### config.mk
export PLATFORM = sky130hd
export DESIGN_NAME = spwm_gen
export DESIGN_NICKNAME = d
export VERILOG_FILES = /design/src/rtl/spwm_pkg.sv /design/src/rtl/spwm_sine_rom.sv /design/src/rtl/spwm_carrier.sv /design/src/rtl/spwm_phase.sv /design/src/rtl/spwm_scaler.sv /design/src/rtl/spwm_gen.sv
export SDC_FILE = /design/constraint.sdc
export NUM_CORES = 1
export LEC_CHECK = 0
export BUFFER_PORTS_ARGS = -buffer_cell sky130_fd_sc_hd__buf_2
export CORE_MARGIN = 5
export CORE_UTILIZATION = 55
export CTS_CLUSTER_SIZE = 40
export DETAILED_ROUTE_END_ITERATION = 8
export PLACE_DENSITY = 0.73
export SLEW_MARGIN = 30
export SYNTH_ARGS = -nofsm -noshare
export SYNTH_HDL_FRONTEND = slang
export SYNTH_SLANG_ARGS = --single-unit
### constraint.sdc
create_clock -name clk -period 20 [get_ports clk]
set_clock_uncertainty 0.15 [all_clocks]
set_input_delay 0 -clock clk [delete_from_list [all_inputs] [get_ports clk]]
set_output_delay 0 -clock clk [all_outputs]
set_load 0.02 [all_outputs]
### src/rtl/spwm_pkg.sv
package spwm_pkg;

    localparam int PCT_FULL  = 100;
    localparam int PCT_MAX   = 99;
    localparam int FRAC_BITS = 16;
    // round(2^16 / 100) = 655
    localparam int SCALE_MUL = ((1 << FRAC_BITS) + PCT_FULL / 2) / PCT_FULL;

    typedef enum logic {
        SLOPE_UP   = 1'b0,
        SLOPE_DOWN = 1'b1
    } slope_e;

    // Integer rational sine approximation over one half wave, mirrored
    // negative for the second half. Error is below 0.2 percent of peak.
    function automatic int sine_point(input int idx, input int depth, input int peak);
        longint half;
        longint t;
        longint u;
        longint den;
        longint val;
        half = longint'(depth / 2);
        t    = longint'(idx) % half;
        u    = t * (half - t);
        den  = (5 * half * half) / 4 - u;
        val  = (4 * u * longint'(peak) + den / 2) / den;
        if (longint'(idx) >= half) begin
            val = -val;
        end
        return int'(val);
    endfunction

    // Largest magnitude the scaled reference may reach.
    function automatic int scaled_limit(input int peak);
        longint p;
        p = longint'(peak) * longint'(PCT_MAX) * longint'(SCALE_MUL);
        return int'(p >>> FRAC_BITS) + 1;
    endfunction

endpackage

### src/rtl/spwm_sine_rom.sv
module spwm_sine_rom
    import spwm_pkg::*;
#(
    parameter int ADDR_W = 8,
    parameter int DATA_W = 12
) (
    input  logic [ADDR_W-1:0]        addr,
    output logic signed [DATA_W-1:0] data
);

    localparam int DEPTH = 1 << ADDR_W;
    localparam int PEAK  = (1 << (DATA_W - 1)) - 1;

    logic signed [DATA_W-1:0] table_w [DEPTH];

    for (genvar gi = 0; gi < DEPTH; gi++) begin : g_entry
        localparam int VAL = sine_point(gi, DEPTH, PEAK);
        assign table_w[gi] = DATA_W'(VAL);
    end

    assign data = table_w[addr];

endmodule

### src/rtl/spwm_carrier.sv
module spwm_carrier
    import spwm_pkg::*;
#(
    parameter int CW = 12
) (
    input  logic                 clk,
    input  logic                 rst,
    input  logic                 run,
    output logic signed [CW-1:0] level,
    output logic                 at_top,
    output logic                 at_bottom
);

    localparam logic signed [CW-1:0] TOP = CW'((1 << (CW - 1)) - 1);
    localparam logic signed [CW-1:0] BOT = -TOP;

    logic signed [CW-1:0] cnt_q;
    slope_e               slope_q;

    always_ff @(posedge clk) begin
        if (rst || !run) begin
            cnt_q   <= '0;
            slope_q <= SLOPE_UP;
        end else begin
            case (slope_q)
                SLOPE_UP: begin
                    if (cnt_q == TOP) begin
                        slope_q <= SLOPE_DOWN;
                        cnt_q   <= cnt_q - CW'(1);
                    end else begin
                        cnt_q   <= cnt_q + CW'(1);
                    end
                end
                default: begin
                    if (cnt_q == BOT) begin
                        slope_q <= SLOPE_UP;
                        cnt_q   <= cnt_q + CW'(1);
                    end else begin
                        cnt_q   <= cnt_q - CW'(1);
                    end
                end
            endcase
        end
    end

    assign level     = cnt_q;
    assign at_top    = run && (cnt_q == TOP);
    assign at_bottom = run && (cnt_q == BOT);

    AST_CARRIER_RANGE: assert property (@(posedge clk) disable iff (rst)
        (cnt_q <= TOP) && (cnt_q >= BOT));

    AST_CARRIER_STEP: assert property (@(posedge clk) disable iff (rst)
        (run && $past(run)) |->
            ((cnt_q == $past(cnt_q) + CW'(1)) || (cnt_q == $past(cnt_q) - CW'(1))));

endmodule

### src/rtl/spwm_phase.sv
module spwm_phase #(
    parameter int ACC_W = 16,
    parameter int AW    = 8
) (
    input  logic             clk,
    input  logic             rst,
    input  logic             run,
    input  logic             advance,
    input  logic [ACC_W-1:0] step,
    output logic [AW-1:0]    fetch_idx
);

    localparam int IDX_SHIFT = ACC_W - AW;

    logic [ACC_W-1:0] acc_q;
    logic [AW-1:0]    idx_q;

    always_ff @(posedge clk) begin
        if (rst || !run) begin
            acc_q <= '0;
            idx_q <= '0;
        end else if (advance) begin
            acc_q <= acc_q + step;
            idx_q <= AW'((acc_q + step) >> IDX_SHIFT);
        end
    end

    assign fetch_idx = idx_q;

    AST_FETCH_HOLD: assert property (@(posedge clk) disable iff (rst)
        (run && !advance) |=> $stable(idx_q));

endmodule

### src/rtl/spwm_scaler.sv
module spwm_scaler
    import spwm_pkg::*;
#(
    parameter int SW    = 12,
    parameter int AW    = 8,
    parameter int PCT_W = 7
) (
    input  logic                 clk,
    input  logic                 rst,
    input  logic                 run,
    input  logic                 load,
    input  logic [PCT_W-1:0]     pct,
    input  logic signed [SW-1:0] sample,
    input  logic [AW-1:0]        sample_idx,
    output logic signed [SW-1:0] ref_level,
    output logic [AW-1:0]        ref_idx
);

    localparam int MUL_W = $clog2(SCALE_MUL + 1) + 1;
    localparam int PW    = SW + PCT_W + MUL_W + 1;
    localparam int PEAK  = (1 << (SW - 1)) - 1;
    localparam int LIMIT = scaled_limit(PEAK);

    typedef struct packed {
        logic [AW-1:0]        idx;
        logic signed [SW-1:0] level;
    } ref_stage_t;

    logic [PCT_W-1:0]     pct_eff;
    logic signed [PW-1:0] s_ext;
    logic signed [PW-1:0] p_ext;
    logic signed [PW-1:0] m_ext;
    logic signed [PW-1:0] prod;
    ref_stage_t           pend_q;
    ref_stage_t           live_q;

    always_comb begin
        pct_eff = (pct > PCT_W'(PCT_MAX)) ? PCT_W'(PCT_MAX) : pct;
        s_ext   = PW'(sample);
        p_ext   = $signed(PW'(pct_eff));
        m_ext   = PW'(SCALE_MUL);
        prod    = s_ext * p_ext * m_ext;
    end

    // Stage 1: scaled sample waiting for the next carrier bottom.
    always_ff @(posedge clk) begin
        if (rst || !run) begin
            pend_q <= '0;
        end else begin
            pend_q.level <= SW'(prod >>> FRAC_BITS);
            pend_q.idx   <= sample_idx;
        end
    end

    // Stage 2: reference in force for one whole carrier period.
    always_ff @(posedge clk) begin
        if (rst || !run) begin
            live_q <= '0;
        end else if (load) begin
            live_q <= pend_q;
        end
    end

    assign ref_level = live_q.level;
    assign ref_idx   = live_q.idx;

    AST_REF_HOLD: assert property (@(posedge clk) disable iff (rst)
        (run && !load) |=> $stable(live_q));

    AST_PCT_ZERO: assert property (@(posedge clk) disable iff (rst)
        (run && $past(run) && ($past(pct) == '0)) |-> (pend_q.level == '0));

    AST_REF_BOUND: assert property (@(posedge clk) disable iff (rst)
        (int'(pend_q.level) <= LIMIT) && (int'(pend_q.level) >= -LIMIT));

endmodule

### src/rtl/spwm_gen.sv
module spwm_gen #(
    parameter int LUT_AW    = 8,
    parameter int SAMPLE_W  = 12,
    parameter int CARRIER_W = 12,
    parameter int ACC_W     = 16,
    parameter int PCT_W     = 7
) (
    input  logic              clk,
    input  logic              rst,
    input  logic              en,
    input  logic [PCT_W-1:0]  amp_pct,
    input  logic [ACC_W-1:0]  phase_step,
    output logic              pwm_out,
    output logic [LUT_AW-1:0] phase_idx
);

    localparam int REF_SHIFT = SAMPLE_W - CARRIER_W;

    logic                        run;
    logic signed [CARRIER_W-1:0] carrier;
    logic                        at_top;
    logic                        at_bottom;
    logic [LUT_AW-1:0]           fetch_idx;
    logic signed [SAMPLE_W-1:0]  sample;
    logic signed [SAMPLE_W-1:0]  ref_level;
    logic signed [CARRIER_W-1:0] ref_cmp;

    assign run = en && !rst;

    spwm_carrier #(.CW(CARRIER_W)) u_carrier (
        .clk       (clk),
        .rst       (rst),
        .run       (run),
        .level     (carrier),
        .at_top    (at_top),
        .at_bottom (at_bottom)
    );

    spwm_phase #(.ACC_W(ACC_W), .AW(LUT_AW)) u_phase (
        .clk       (clk),
        .rst       (rst),
        .run       (run),
        .advance   (at_top),
        .step      (phase_step),
        .fetch_idx (fetch_idx)
    );

    spwm_sine_rom #(.ADDR_W(LUT_AW), .DATA_W(SAMPLE_W)) u_rom (
        .addr (fetch_idx),
        .data (sample)
    );

    spwm_scaler #(.SW(SAMPLE_W), .AW(LUT_AW), .PCT_W(PCT_W)) u_scaler (
        .clk        (clk),
        .rst        (rst),
        .run        (run),
        .load       (at_bottom),
        .pct        (amp_pct),
        .sample     (sample),
        .sample_idx (fetch_idx),
        .ref_level  (ref_level),
        .ref_idx    (phase_idx)
    );

    if (REF_SHIFT == 0) begin : g_same_width
        assign ref_cmp = ref_level;
    end else begin : g_narrow_carrier
        assign ref_cmp = CARRIER_W'(ref_level >>> REF_SHIFT);
    end

    assign pwm_out = run && (ref_cmp > carrier);

    AST_IDLE_PHASE: assert property (@(posedge clk) disable iff (rst)
        !run |=> (phase_idx == '0));

endmodule

# == Word-level counts from Yosys, hierarchy flattened ==
# Memory sizes are Yosys's and may differ from the RTL's.
# Cells that the tools add are included.
# totals
mem_count,1
romBits,3072
register_bits,77
input_bits,26
out_inout_bits,9
# op_classes
mux,9
multipliers,2
n_bitwise,1
addsub,3
n_reduce_logical,7
n_lt_le_gt_ge,3
n_eq_ne,2
# memory_table
memory,depth,width,rd,rd_clocked_by_memory_dff,write_ports,line,source
(name not given),256,12,1,0,0,spwm_sine_rom.sv:21,assign data = table_w[addr];
# op_table
cell,n
2-to-1 mux 12 bit,5
multiplier 31 x 11 -> 28 bit (second input constant),1
== test 12 bit (second input constant),2
multiplier 12 x 8 -> 20 bit,1
adder 16 bit,1
adder 12 x 2 -> 12 bit (second input constant),1
greater-than comparator 12 bit,1
subtractor 12 x 2 -> 12 bit (second input constant),1
greater-or-equal comparator 9 bit (second input constant),1
NOT 8 -> 9 bit,1
greater-than comparator 7 bit (second input constant),1
2-to-1 mux 7 bit,1
logical AND 1 bit,4
2-to-1 mux 1 bit,3
logical NOT 1 bit,2
logical OR 1 bit,1

# == Logic depth before layout (Yosys ltp) ==
# Gate-level depths: netlist (run 1).
# logic_depth
ltp_word,6
mapped_depth,49
ltp_nobuf,47

# == Modules after synthesis ==
# From an unflattened synthesis (run 1), not the netlist that was laid out.
# unflattened
cells_unflattened,1789
hier_area_um2,14371.3
# modules_own_cells
module,area_per_inst_um2,n_inst,cells_each,seq_area_each_um2
spwm_scaler,8085.3,1,873,800.8
spwm_sine_rom,3567.2,1,587,0.0
spwm_phase,1430.1,1,171,320.3
spwm_carrier,962.2,1,112,260.2
spwm_gen,326.6,1,46,0.0

# == Worst setup path after synthesis (run 1) ==
# Ideal clock, no wire load.
# synth_path
path_kind,reg-to-reg
startpoint,register u_phase.idx_q[1] (netlist: u_phase.fetch_idx[1])
endpoint,register u_scaler.pend_q[11] (netlist name)
stages_incl_launch_ff,45
period_less_slack_ns,10.985
t_arrival_ns,10.770
slack_ns,9.015
path_buffers,2
path_cell_list,dfxtp_1 > clkbuf_1 > inv_1 > ha_1 > buf_2 > nand2_1 > nand2_1 > a221oi_1 > a211oi_1 > a21oi_1 > mux4_2 > nor2b_1 > fa_1 > inv_1 > fa_1 > inv_1 > fa_1 > inv_1 > [... 9 more ...] > inv_1 > ha_1 > ha_1 > fa_1 > fa_1 > inv_1 > fa_1 > inv_1 > ha_1 > a211o_1 > a21o_1 > nor2_1 > a311oi_1 > nor3_2 > nor3_1 > a2111oi_1 > xnor3_1 > nor2_1
# synth_via
elab_chain_cells,6
# synth_lines
item,line,source
start: declaration,spwm_phase.sv:16,logic [AW-1:0] idx_q;
start signal: assignment,spwm_phase.sv:24,idx_q <= AW'((acc_q + step) >> IDX_SHIFT);
NOT 8 -> 9 bit (implied by the code),spwm_sine_rom.sv:21,
memory read (256 x 12 bit),--,
2-to-1 mux 12 bit (implied by the code) (2 in a row),spwm_sine_rom.sv:21,
multiplier 12 x 8 -> 20 bit,spwm_scaler.sv:42,prod = s_ext * p_ext * m_ext;
multiplier 31 x 11 -> 28 bit,spwm_scaler.sv:42,
end: declaration,spwm_scaler.sv:34,ref_stage_t pend_q;
# No other way between the ends. The select of a mux whose other input is x is not followed.
# A chain may end at the register's enable or synchronous reset.

# == Worst setup path after layout (run 1) ==
# layout_path
startpoint,register u_phase.idx_q[0] (netlist: u_phase.fetch_idx[0])
endpoint,register u_scaler.pend_q[11] (netlist name)
# Same word-level chain as after synthesis.

==> impl_results.html, run 1 <==
<table>
<tr><th>Metric</th><th>Value</th></tr>
<tr><th colspan="2">Worst setup path</th></tr>
<tr><td>Crit. Startpoint</td><td>u_phase.fetch_idx[0]</td></tr>
<tr><td>Critical R2R Launch</td><td>u_phase.fetch_idx[0]</td></tr>
<tr><td>Worst path depth</td><td>43</td></tr>
<tr><td>Cell type with the highest occurrence count on the critical path</td><td>sky130_fd_sc_hd__inv_1</td></tr>
<tr><td>Startpoint types</td><td>flop</td></tr>
<tr><td>Library cell contributing the largest single delay on the critical path</td><td>sky130_fd_sc_hd__ha_1</td></tr>
<tr><td>Kind of end point of the critical path</td><td>flop</td></tr>
<tr><td>Largest stage delay, worst path</td><td>800 ps</td></tr>
<tr><td>Crit path DAT</td><td>12510 ps</td></tr>
<tr><td>Buffer and inverter count on the worst path</td><td>9</td></tr>
<tr><td>Critical path required time</td><td>20110 ps</td></tr>
<tr><td>Critical Path Fanout Max</td><td>28</td></tr>
<tr><td>WS Path Type</td><td>flop to flop</td></tr>
<tr><td>Kind of cell with the highest combined delay on the critical path</td><td>adder cells</td></tr>
<tr><td>Worst r2r path cells</td><td>43</td></tr>
<tr><th colspan="2">Logic synthesis</th></tr>
<tr><td>Yosys synthesis warning count</td><td>0</td></tr>
<tr><td>Share of async-settable or async-resettable flops after synthesis</td><td>0%</td></tr>
<tr><td>Syn_area_per_cell</td><td>7.71 um^2</td></tr>
<tr><td>Post-synth top area cell</td><td>sky130_fd_sc_hd__fa_1</td></tr>
<tr><td>Mapped cell area</td><td>13700 um^2</td></tr>
<tr><td>Share of the synthesized area in the top cell type</td><td>19.0%</td></tr>
<tr><td>Leading cell type by number of instances after synthesis</td><td>sky130_fd_sc_hd__inv_1</td></tr>
<tr><td>Synthesized instance count</td><td>1778</td></tr>
<tr><td>Number of flops mapped to enable cells by yosys</td><td>0</td></tr>
<tr><td>Syn_nets</td><td>2113</td></tr>
<tr><td>Cell types with the largest area share after synthesis</td><td>sky130_fd_sc_hd__fa_1 (19%), sky130_fd_sc_hd__ha_1 (16%), sky130_fd_sc_hd__dfxtp_1 (10%)</td></tr>
<tr><td>Synthesized flop and latch total</td><td>69</td></tr>
<tr><td>Count of different cell masters after synthesis</td><td>92</td></tr>
<tr><td>Sequential-to-total area share from yosys stat</td><td>10.1%</td></tr>
<tr><td>Synth cell count leaders</td><td>sky130_fd_sc_hd__inv_1 (264), sky130_fd_sc_hd__ha_1 (179), sky130_fd_sc_hd__nor2_1 (173), sky130_fd_sc_hd__nand2_1 (163), sky130_fd_sc_hd__a21oi_1 (140)</td></tr>
<tr><td>Top_reg_cell synth</td><td>sky130_fd_sc_hd__dfxtp_1</td></tr>
<tr><th colspan="2">Route</th></tr>
<tr><td>Drt wl/cell</td><td>17.5 um</td></tr>
<tr><td>Number of design rule violations left after detail routing</td><td>0</td></tr>
<tr><td>Vias</td><td>12360</td></tr>
<tr><td>DRT Pass-1 Iters</td><td>7</td></tr>
<tr><td>Overall routed net length</td><td>36400 um</td></tr>
<tr><td>Via/cell ratio</td><td>5.96</td></tr>
<tr><td>Number of DRC violations after detailed-routing iteration 0</td><td>1450</td></tr>
<tr><td>Count of nets left with antenna violations after detail routing</td><td>0</td></tr>
<tr><th colspan="2">Clock tree</th></tr>
<tr><td>Clock Tree Buf Depth</td><td>2</td></tr>
<tr><td>CTS tree</td><td>done</td></tr>
<tr><td>Clk Tree Root Cell</td><td>sky130_fd_sc_hd__clkbuf_16</td></tr>
<tr><td>Number of sinks driven by the clock tree</td><td>69</td></tr>
<tr><td>CTS clk-pin slew, worst paths</td><td>60 ps</td></tr>
<tr><td>H-tree level count</td><td>3</td></tr>
<tr><td>Clock insertion delay at the later pin of the skew report</td><td>330 ps</td></tr>
<tr><td>CTS buffer count</td><td>9</td></tr>
<tr><th colspan="2">Finish</th></tr>
<tr><td>Final Net Count</td><td>2081</td></tr>
<tr><td>Finished Core Util</td><td>58.7%</td></tr>
<tr><td>Number of fill cells</td><td>2227</td></tr>
<tr><td>Non-filler instance count after layout</td><td>2075</td></tr>
<tr><td>Antenna cell count</td><td>0</td></tr>
<tr><td>Layout area overhead</td><td>4.44%</td></tr>
<tr><td>Final non-filler cell area</td><td>14300 um^2</td></tr>
<tr><td>Ratio of cells with drive above 1 in the final layout</td><td>6.17%</td></tr>
<tr><th colspan="2">Flow run</th></tr>
<tr><td>Max_cap viols</td><td>0</td></tr>
<tr><th colspan="2">GRT</th></tr>
<tr><td>Overall routing resource usage</td><td>26.0%</td></tr>
<tr><td>Maximum number of pins on one net before global-route repair</td><td>81</td></tr>
<tr><td>Via count of the first global-routing pass</td><td>12397</td></tr>
<tr><td>Congestion Overflow GR</td><td>0</td></tr>
<tr><td>Global Route met2 Usage</td><td>43.1%</td></tr>
<tr><td>Most Used Layer, Global Route</td><td>met2</td></tr>
<tr><td>Initial antenna violation count</td><td>0</td></tr>
<tr><td>Met1 global-route usage</td><td>34.7%</td></tr>
<tr><td>GR met3 Demand/Resource</td><td>3.92%</td></tr>
<tr><td>First-pass GRT wire length</td><td>61900 um</td></tr>
<tr><th colspan="2">Floorplanning</th></tr>
<tr><td>Initial standard-cell utilization of the core</td><td>56.2%</td></tr>
<tr><td>Chip height</td><td>168 um</td></tr>
<tr><td>Total I/O pin count</td><td>35</td></tr>
<tr><td>Core area</td><td>24400 um^2</td></tr>
<tr><td>Die outline width</td><td>168 um</td></tr>
<tr><td>Row count</td><td>57</td></tr>
<tr><td>Die ar.</td><td>28200 um^2</td></tr>
<tr><th colspan="2">Timing</th></tr>
<tr><td>Number of hold-slack violations in the final timing report</td><td>0</td></tr>
<tr><td>Peak Freq</td><td>0.0806 GHz</td></tr>
<tr><td>Worst slew pin tran</td><td>929 ps</td></tr>
<tr><td>Minimum clock period</td><td>12400 ps</td></tr>
<tr><td>Max_slew headroom</td><td>37.6%</td></tr>
<tr><td>RSZ-0062 raised after global routing</td><td>no</td></tr>
<tr><td>Number of slew-limit violations in the final report</td><td>0</td></tr>
<tr><td>Final TNS setup</td><td>0 ps</td></tr>
<tr><td>Final setup violation count</td><td>0</td></tr>
<tr><td>Share of the clock period used by the worst path</td><td>62.0%</td></tr>
<tr><th colspan="2">Placed design</th></tr>
<tr><td>Final HPWL DP</td><td>28000 um</td></tr>
<tr><td>Post-DP Area</td><td>13900 um^2</td></tr>
<tr><td>Instance count after placement with tap cells included</td><td>2053</td></tr>
<tr><td>RD Place Congestion</td><td>1.04</td></tr>
<tr><td>Total of buffers placed on input and output ports</td><td>34</td></tr>
<tr><th colspan="2">Hold path</th></tr>
<tr><td>Kind of path behind the tightest hold check</td><td>input pin to flop</td></tr>
<tr><td>Hold path startpoint</td><td>phase_step[11]</td></tr>
<tr><td>Hold Crit Depth</td><td>5</td></tr>
<tr><th colspan="2">Power</th></tr>
<tr><td>Power share of the clock group</td><td>50.4%</td></tr>
<tr><td>Overall power</td><td>315 uW</td></tr>
<tr><td>Psw</td><td>73.4 uW</td></tr>
<tr><td>Switching share of power</td><td>23.3%</td></tr>
<tr><td>Leakage dissipation</td><td>7.05 nW</td></tr>
<tr><td>Register share of total power</td><td>43.7%</td></tr>
<tr><td>Worst ir drop on vdd</td><td>0.0424 mV</td></tr>
<tr><td>Fraction of power consumed by combinational cells</td><td>5.9%</td></tr>
<tr><td>Cell Int Power</td><td>242 uW</td></tr>
<tr><td>Power per cell area</td><td>22.0 nW/um^2</td></tr>
<tr><th colspan="2">Status</th></tr>
<tr><td>Status</td><td>completed</td></tr>
</table>
-- what timing repair did --
action,in CTS,in global routing
setup buffers,0,0
resized for setup,0,0
hold endpoints to repair,5,0
hold buffers,6,0
-- kinds of logic after synthesis --
| group | synth area share, % |
|---|---|
| AO/OA/AOI/OAI | 19.8 |
| XOR/XNOR | 4.36 |
| adder cells (fa/ha/maj) | 35.3 |
| buffers and inverters | 10.3 |
| flip-flops | 10.1 |
| multiplexers | 2.13 |
| AND/OR/NAND/NOR | 17.9 |
-- power groups by stage --
stage	combinational, mW	clock (mW)	sequential, mW
3_5_place_dp	0.0176	0	0.141
2_1_floorplan	0.0110	0	0.141
5_1_grt	0.0207	0.168	0.138
4_1_cts	0.0186	0.162	0.138
3_3_place_gp	0.0173	0	0.141
6_report	0.0187	0.159	0.138
-- tightest hold or removal path: stages --
cell,delay (ps)
sky130_fd_sc_hd__buf_2,80
sky130_fd_sc_hd__ha_1,180
sky130_fd_sc_hd__xor2_1,80
sky130_fd_sc_hd__nand2_1,60
sky130_fd_sc_hd__a21oi_1,50
-- cells in the final DEF (no fill, tap or decap), types with 5 or more instances in the layout --
cell type / Yosys / layout
sky130_fd_sc_hd__and2_1: 23 / 23
sky130_fd_sc_hd__nand3_1: 33 / 33
sky130_fd_sc_hd__nand2_1: 163 / 163
sky130_fd_sc_hd__o22ai_1: 9 / 9
sky130_fd_sc_hd__fa_1: 130 / 130
sky130_fd_sc_hd__a21o_1: 17 / 17
sky130_fd_sc_hd__nor2_1: 173 / 173
sky130_fd_sc_hd__a221oi_1: 6 / 6
sky130_fd_sc_hd__or3_1: 14 / 14
sky130_fd_sc_hd__or2_2: 8 / 8
sky130_fd_sc_hd__buf_4: 1 / 9
sky130_fd_sc_hd__dlygate4sd3_1: 0 / 6
sky130_fd_sc_hd__xor2_1: 17 / 17
sky130_fd_sc_hd__ha_1: 179 / 179
sky130_fd_sc_hd__o21ai_0: 91 / 91
sky130_fd_sc_hd__a311oi_1: 10 / 10
sky130_fd_sc_hd__a22oi_1: 5 / 5
sky130_fd_sc_hd__o21ai_1: 12 / 12
sky130_fd_sc_hd__o211ai_1: 9 / 9
sky130_fd_sc_hd__o311ai_0: 5 / 5
sky130_fd_sc_hd__nand3b_1: 7 / 7
sky130_fd_sc_hd__xnor2_1: 43 / 43
sky130_fd_sc_hd__dfxtp_1: 69 / 66
sky130_fd_sc_hd__mux4_2: 8 / 8
sky130_fd_sc_hd__a31oi_1: 15 / 15
sky130_fd_sc_hd__a21oi_1: 140 / 140
sky130_fd_sc_hd__nor2b_1: 20 / 20
sky130_fd_sc_hd__buf_2: 40 / 34
sky130_fd_sc_hd__a211oi_1: 21 / 21
sky130_fd_sc_hd__nand4_1: 5 / 5
sky130_fd_sc_hd__nand2b_1: 18 / 17
sky130_fd_sc_hd__nor3_1: 37 / 37
sky130_fd_sc_hd__o21a_1: 17 / 17
sky130_fd_sc_hd__o31ai_1: 9 / 9
sky130_fd_sc_hd__nor4_1: 7 / 7
sky130_fd_sc_hd__inv_1: 264 / 264
sky130_fd_sc_hd__clkbuf_16: 0 / 9
sky130_fd_sc_hd__mux2i_1: 10 / 10
-- layout make-up --
class | instances | area, um^2 | area share (%)
flip-flops and latches | 69 | 1390 | 9.71
inverters | 269 | 1010 | 7.06
multi-input cells | 1348 | 10900 | 76.2
clock inverters | 7 | 75.1 | 0.525
repair buffers | 49 | 298 | 2.08
clock buffers | 9 | 225 | 1.57
well taps | 324 | 405 | 2.83
-- flip-flops by register name (all words and copies together), names as in the netlist --
signal and count:
u_carrier.slope_q 1, u_phase.acc_q 8, u_phase.fetch_idx 8, u_carrier.level 12, u_scaler.ref_level 12, u_scaler.pend_q 20
u_scaler.ref_idx 8
-- through the flow --
stage | worst slack [ps] | hold slack, ps
global placement | 8080 | 190
global route | 7030 | 60.1
finish | 7600 | 22.5
CTS | 7780 | 14.2
floorplan | 9010 | 68.5
detailed placement | 7820 | 192
-- per-layer routing --
layer,part of all wire (%),wire [um],up-vias
met4,3.5,1290,0
met3,8.4,3050,111
met1,42,15100,5744
met5,0,0,-
met2,46,16900,590
li1,-,-,5915
-- final timing paths --
path,endpoint,slack (ps)
min,u_phase.fetch_idx[3],20
min reg2reg,u_scaler.ref_idx[6],280
max reg2reg,u_scaler.pend_q[11],7600
max,u_scaler.pend_q[11],7600
No activity file was read; power rests on OpenSTA's default activity.
==> run 2: changes to the inputs <==
--- a/config.mk
+++ b/config.mk
@@ -5,6 +5,7 @@
 export SDC_FILE = /design/constraint.sdc
 export NUM_CORES = 1
 export LEC_CHECK = 0
+export ABC_AREA = 1
 export BUFFER_PORTS_ARGS = -buffer_cell sky130_fd_sc_hd__buf_2
 export CORE_MARGIN = 5
 export CORE_UTILIZATION = 55
==> constraint.sdc (replaced) <==
create_clock -name clk -period 11.5 [get_ports clk]
set_clock_uncertainty 0.15 [all_clocks]
set_input_delay 0 -clock clk [delete_from_list [all_inputs] [get_ports clk]]
set_output_delay 0 -clock clk [all_outputs]
set_load 0.02 [all_outputs]
==> run 2 against run 1 <==
  * The run now ends with hold timing left
  * Register-to-register slack got worse by 6800 ps
  * Setup slack got worse by 6800 ps
  * Sequential cell count unchanged
  * First-iteration DRC count increased by 2.2%
  * Final cell count increased by 16%
  * Hold slack got worse by 24 ps
  * Wire length increased by 24%
==> impl_results.html, run 2 <==
<table>
<tr><th>Metric</th><th>Value</th></tr>
<tr><th colspan="2">Status</th></tr>
<tr><td>Status</td><td>complete, but fails checks</td></tr>
<tr><td>Failing checks</td><td>hold timing</td></tr>
<tr><th colspan="2">Finish</th></tr>
<tr><td>Layout area overhead</td><td>5.72%</td></tr>
<tr><td>Ratio of cells with drive above 1 in the final layout</td><td>7.08%</td></tr>
<tr><td>Finished Core Util</td><td>59.1%</td></tr>
<tr><td>Sequential cell area</td><td>1380 um^2</td></tr>
<tr><td>Antenna cell count</td><td>0</td></tr>
<tr><td>Final Net Count</td><td>2406</td></tr>
<tr><td>Most flops, register</td><td>u_scaler.pend_q</td></tr>
<tr><td>Non-filler instance count after layout</td><td>2406</td></tr>
<tr><td>Most common cell after layout, fill and taps aside</td><td>sky130_fd_sc_hd__nand2_1</td></tr>
<tr><td>Highest-count cells in the layout ignoring fill and taps</td><td>sky130_fd_sc_hd__nand2_1 (407), sky130_fd_sc_hd__inv_1 (396), sky130_fd_sc_hd__nor2_1 (209), sky130_fd_sc_hd__ha_1 (179), sky130_fd_sc_hd__a21oi_1 (131)</td></tr>
<tr><td>Number of fill cells</td><td>2444</td></tr>
<tr><td>Area occupied by multi-input gates</td><td>10900 um^2</td></tr>
<tr><td>Final non-filler cell area</td><td>14900 um^2</td></tr>
<tr><td>Number of flip-flops in the largest register</td><td>20</td></tr>
<tr><th colspan="2">GRT</th></tr>
<tr><td>First-pass GRT wire length</td><td>73300 um</td></tr>
<tr><td>Overall routing resource usage</td><td>31.7%</td></tr>
<tr><td>Via count of the first global-routing pass</td><td>13967</td></tr>
<tr><td>Met1 global-route usage</td><td>42.6%</td></tr>
<tr><td>Global Route met2 Usage</td><td>51.7%</td></tr>
<tr><td>Maximum number of pins on one net before global-route repair</td><td>40</td></tr>
<tr><td>GR met3 Demand/Resource</td><td>5.20%</td></tr>
<tr><td>Congestion Overflow GR</td><td>0</td></tr>
<tr><td>Initial antenna violation count</td><td>0</td></tr>
<tr><td>Most Used Layer, Global Route</td><td>met2</td></tr>
<tr><th colspan="2">Timing</th></tr>
<tr><td>Number of slew-limit violations in the final report</td><td>0</td></tr>
<tr><td>Worst-case setup margin in the final layout</td><td>828 ps</td></tr>
<tr><td>Peak Freq</td><td>0.0937 GHz</td></tr>
<tr><td>Final TNS setup</td><td>0 ps</td></tr>
<tr><td>Minimum clock period</td><td>10670 ps</td></tr>
<tr><td>Worst slew pin tran</td><td>889 ps</td></tr>
<tr><td>RSZ-0062 raised after global routing</td><td>no</td></tr>
<tr><td>Final setup violation count</td><td>0</td></tr>
<tr><td>Max_slew headroom</td><td>40.5%</td></tr>
<tr><td>Smallest hold slack</td><td>-1.48 ps</td></tr>
<tr><td>Number of hold-slack violations in the final timing report</td><td>1</td></tr>
<tr><td>Share of the clock period used by the worst path</td><td>92.8%</td></tr>
<tr><th colspan="2">Route</th></tr>
<tr><td>Number of design rule violations left after detail routing</td><td>0</td></tr>
<tr><td>Vias</td><td>13969</td></tr>
<tr><td>Overall routed net length</td><td>45200 um</td></tr>
<tr><td>Drt wl/cell</td><td>18.8 um</td></tr>
<tr><td>DRT Pass-1 Iters</td><td>8</td></tr>
<tr><td>Count of nets left with antenna violations after detail routing</td><td>0</td></tr>
<tr><td>Number of DRC violations after detailed-routing iteration 0</td><td>1482</td></tr>
<tr><td>Via/cell ratio</td><td>5.81</td></tr>
<tr><th colspan="2">Clock tree</th></tr>
<tr><td>Number of sinks driven by the clock tree</td><td>69</td></tr>
<tr><td>Clock insertion delay at the later pin of the skew report</td><td>330 ps</td></tr>
<tr><td>CTS tree</td><td>done</td></tr>
<tr><td>CTS buffer count</td><td>9</td></tr>
<tr><td>CTS clk-pin slew, worst paths</td><td>60 ps</td></tr>
<tr><td>Number of buffers inserted by post-CTS setup repair</td><td>0</td></tr>
<tr><td>H-tree level count</td><td>3</td></tr>
<tr><td>Clock Tree Buf Depth</td><td>2</td></tr>
<tr><td>Number of resized instances in the post-cts repair step</td><td>0</td></tr>
<tr><td>Quantity of hold-fixing buffers added after cts</td><td>2</td></tr>
<tr><td>Clk Tree Root Cell</td><td>sky130_fd_sc_hd__clkbuf_16</td></tr>
<tr><th colspan="2">Worst setup path</th></tr>
<tr><td>Critical path required time</td><td>11620 ps</td></tr>
<tr><td>Startpoint types</td><td>flop</td></tr>
<tr><td>Library cell contributing the largest single delay on the critical path</td><td>sky130_fd_sc_hd__dfxtp_1</td></tr>
<tr><td>Critical Path Fanout Max</td><td>15</td></tr>
<tr><td>WS Path Type</td><td>flop to flop</td></tr>
<tr><td>Crit path DAT</td><td>10790 ps</td></tr>
<tr><td>Largest stage delay, worst path</td><td>740 ps</td></tr>
<tr><td>Worst r2r path cells</td><td>44</td></tr>
<tr><td>Kind of end point of the critical path</td><td>flop</td></tr>
<tr><td>Cell type with the highest occurrence count on the critical path</td><td>sky130_fd_sc_hd__nand2_1</td></tr>
<tr><th colspan="2">Placed design</th></tr>
<tr><td>Instance count after placement with tap cells included</td><td>2388</td></tr>
<tr><td>Post-DP Area</td><td>14600 um^2</td></tr>
<tr><td>Final HPWL DP</td><td>36500 um</td></tr>
<tr><td>Worst setup timing slack at the placement stage</td><td>1020 ps</td></tr>
<tr><td>Total of buffers placed on input and output ports</td><td>34</td></tr>
<tr><td>RD Place Congestion</td><td>1.06</td></tr>
<tr><th colspan="2">Logic synthesis</th></tr>
<tr><td>Synth cell count leaders</td><td>sky130_fd_sc_hd__nand2_1 (407), sky130_fd_sc_hd__inv_1 (396), sky130_fd_sc_hd__nor2_1 (211), sky130_fd_sc_hd__ha_1 (179), sky130_fd_sc_hd__a21oi_1 (131)</td></tr>
<tr><td>Synthesized flop and latch total</td><td>69</td></tr>
<tr><td>Leading cell type by number of instances after synthesis</td><td>sky130_fd_sc_hd__nand2_1</td></tr>
<tr><td>Synthesized instance count</td><td>2053</td></tr>
<tr><td>Count of different cell masters after synthesis</td><td>63</td></tr>
<tr><td>Yosys synthesis warning count</td><td>0</td></tr>
<tr><td>Mapped cell area</td><td>14100 um^2</td></tr>
<tr><td>Top_reg_cell synth</td><td>sky130_fd_sc_hd__dfxtp_1</td></tr>
<tr><td>Number of flops mapped to enable cells by yosys</td><td>0</td></tr>
<tr><td>Syn_area_per_cell</td><td>6.86 um^2</td></tr>
<tr><td>Syn_nets</td><td>2388</td></tr>
<tr><td>Share of async-settable or async-resettable flops after synthesis</td><td>0%</td></tr>
<tr><td>Post-synth top area cell</td><td>sky130_fd_sc_hd__fa_1</td></tr>
<tr><td>Sequential-to-total area share from yosys stat</td><td>9.81%</td></tr>
<tr><td>Share of the synthesized area in the top cell type</td><td>18.5%</td></tr>
<tr><td>Cell types with the largest area share after synthesis</td><td>sky130_fd_sc_hd__fa_1 (18%), sky130_fd_sc_hd__ha_1 (16%), sky130_fd_sc_hd__nand2_1 (11%)</td></tr>
<tr><th colspan="2">Floorplanning</th></tr>
<tr><td>Initial standard-cell utilization of the core</td><td>55.9%</td></tr>
<tr><td>Chip height</td><td>170 um</td></tr>
<tr><td>Core area</td><td>25200 um^2</td></tr>
<tr><td>Total I/O pin count</td><td>35</td></tr>
<tr><td>Die ar.</td><td>28900 um^2</td></tr>
<tr><td>Die outline width</td><td>170 um</td></tr>
<tr><td>Row count</td><td>58</td></tr>
<tr><th colspan="2">Flow run</th></tr>
<tr><td>Max_cap viols</td><td>0</td></tr>
<tr><th colspan="2">Power</th></tr>
<tr><td>Overall power</td><td>553 uW</td></tr>
<tr><td>Worst ir drop on vdd</td><td>0.0649 mV</td></tr>
<tr><td>Leakage dissipation</td><td>8.31 nW</td></tr>
<tr><td>Power per cell area</td><td>37.2 nW/um^2</td></tr>
<tr><th colspan="2">Hold path</th></tr>
<tr><td>Kind of path behind the tightest hold check</td><td>input pin to flop</td></tr>
<tr><td>Hold Crit Depth</td><td>4</td></tr>
</table>
-- run 2: cell types whose count changed after synthesis, moves of 16 or more --
cell and change:
sky130_fd_sc_hd__nand2_1 +244, sky130_fd_sc_hd__inv_1 +132, sky130_fd_sc_hd__nand3_1 +56, sky130_fd_sc_hd__nor2_1 +38, sky130_fd_sc_hd__xnor2_1 -32, sky130_fd_sc_hd__clkbuf_1 -25
sky130_fd_sc_hd__and2_1 -23, sky130_fd_sc_hd__nor3_1 -23, sky130_fd_sc_hd__buf_2 -22, sky130_fd_sc_hd__nor2b_1 -20, sky130_fd_sc_hd__xor2_1 +20, sky130_fd_sc_hd__nand4_1 +19
sky130_fd_sc_hd__nand2b_1 -17, sky130_fd_sc_hd__a211oi_1 -16
-- run 2: where the power goes --
group	switching, mW	internal, mW
Combinational	0.0246	0.0117
Clock	0.103	0.174
Sequential	0.000467	0.239
Total	0.128	0.425
-- run 2: routing by layer --
metal / share of wire, % / up-vias
li1: - / 6586
met1: 43 / 6576
met2: 45 / 666
met3: 7.9 / 141
met4: 4.0 / 0
met5: 0 / -
-- run 2: cells by family (layout without fill, tap and decap cells) --
logic type	count (synthesis)	count (layout)	share of synthesized area, %
XOR/XNOR	55	55	3.88
flip-flops	69	69	9.81
AO/OA/AOI/OAI	362	362	15.1
adder cells (fa/ha/maj)	309	309	34.4
AND/OR/NAND/NOR	790	790	23.8
buffers and inverters	468	491	13.1
-- run 2: path summary, 6_finish.rpt --
path                              from             endpoint  slack [ps]
hold reg to reg    u_scaler.pend_q[18]  u_scaler.ref_idx[6]         310
setup reg to reg  u_phase.fetch_idx[1]   u_scaler.pend_q[8]         830
hold / removal           phase_step[7]     u_phase.acc_q[7]          -1
setup / recovery  u_phase.fetch_idx[1]   u_scaler.pend_q[8]         830
-- run 2: area by class of cell --
cell class | instances | area share (%)
multi-input cells | 1516 | 73.0
well taps | 330 | 2.77
repair buffers | 59 | 2.44
flip-flops and latches | 69 | 9.29
clock inverters | 5 | 0.404
inverters | 416 | 10.5
clock buffers | 11 | 1.63
-- run 2: worst max-delay path: cells and delay by family (launching register included) --
kind / cells / cell delay [ps]
xor+xnor: 1 / 310
simple gates: 15 / 2130
compound gates: 7 / 1040
buf+inv: 9 / 730
flops: 1 / 740
fa+ha+maj: 12 / 5470
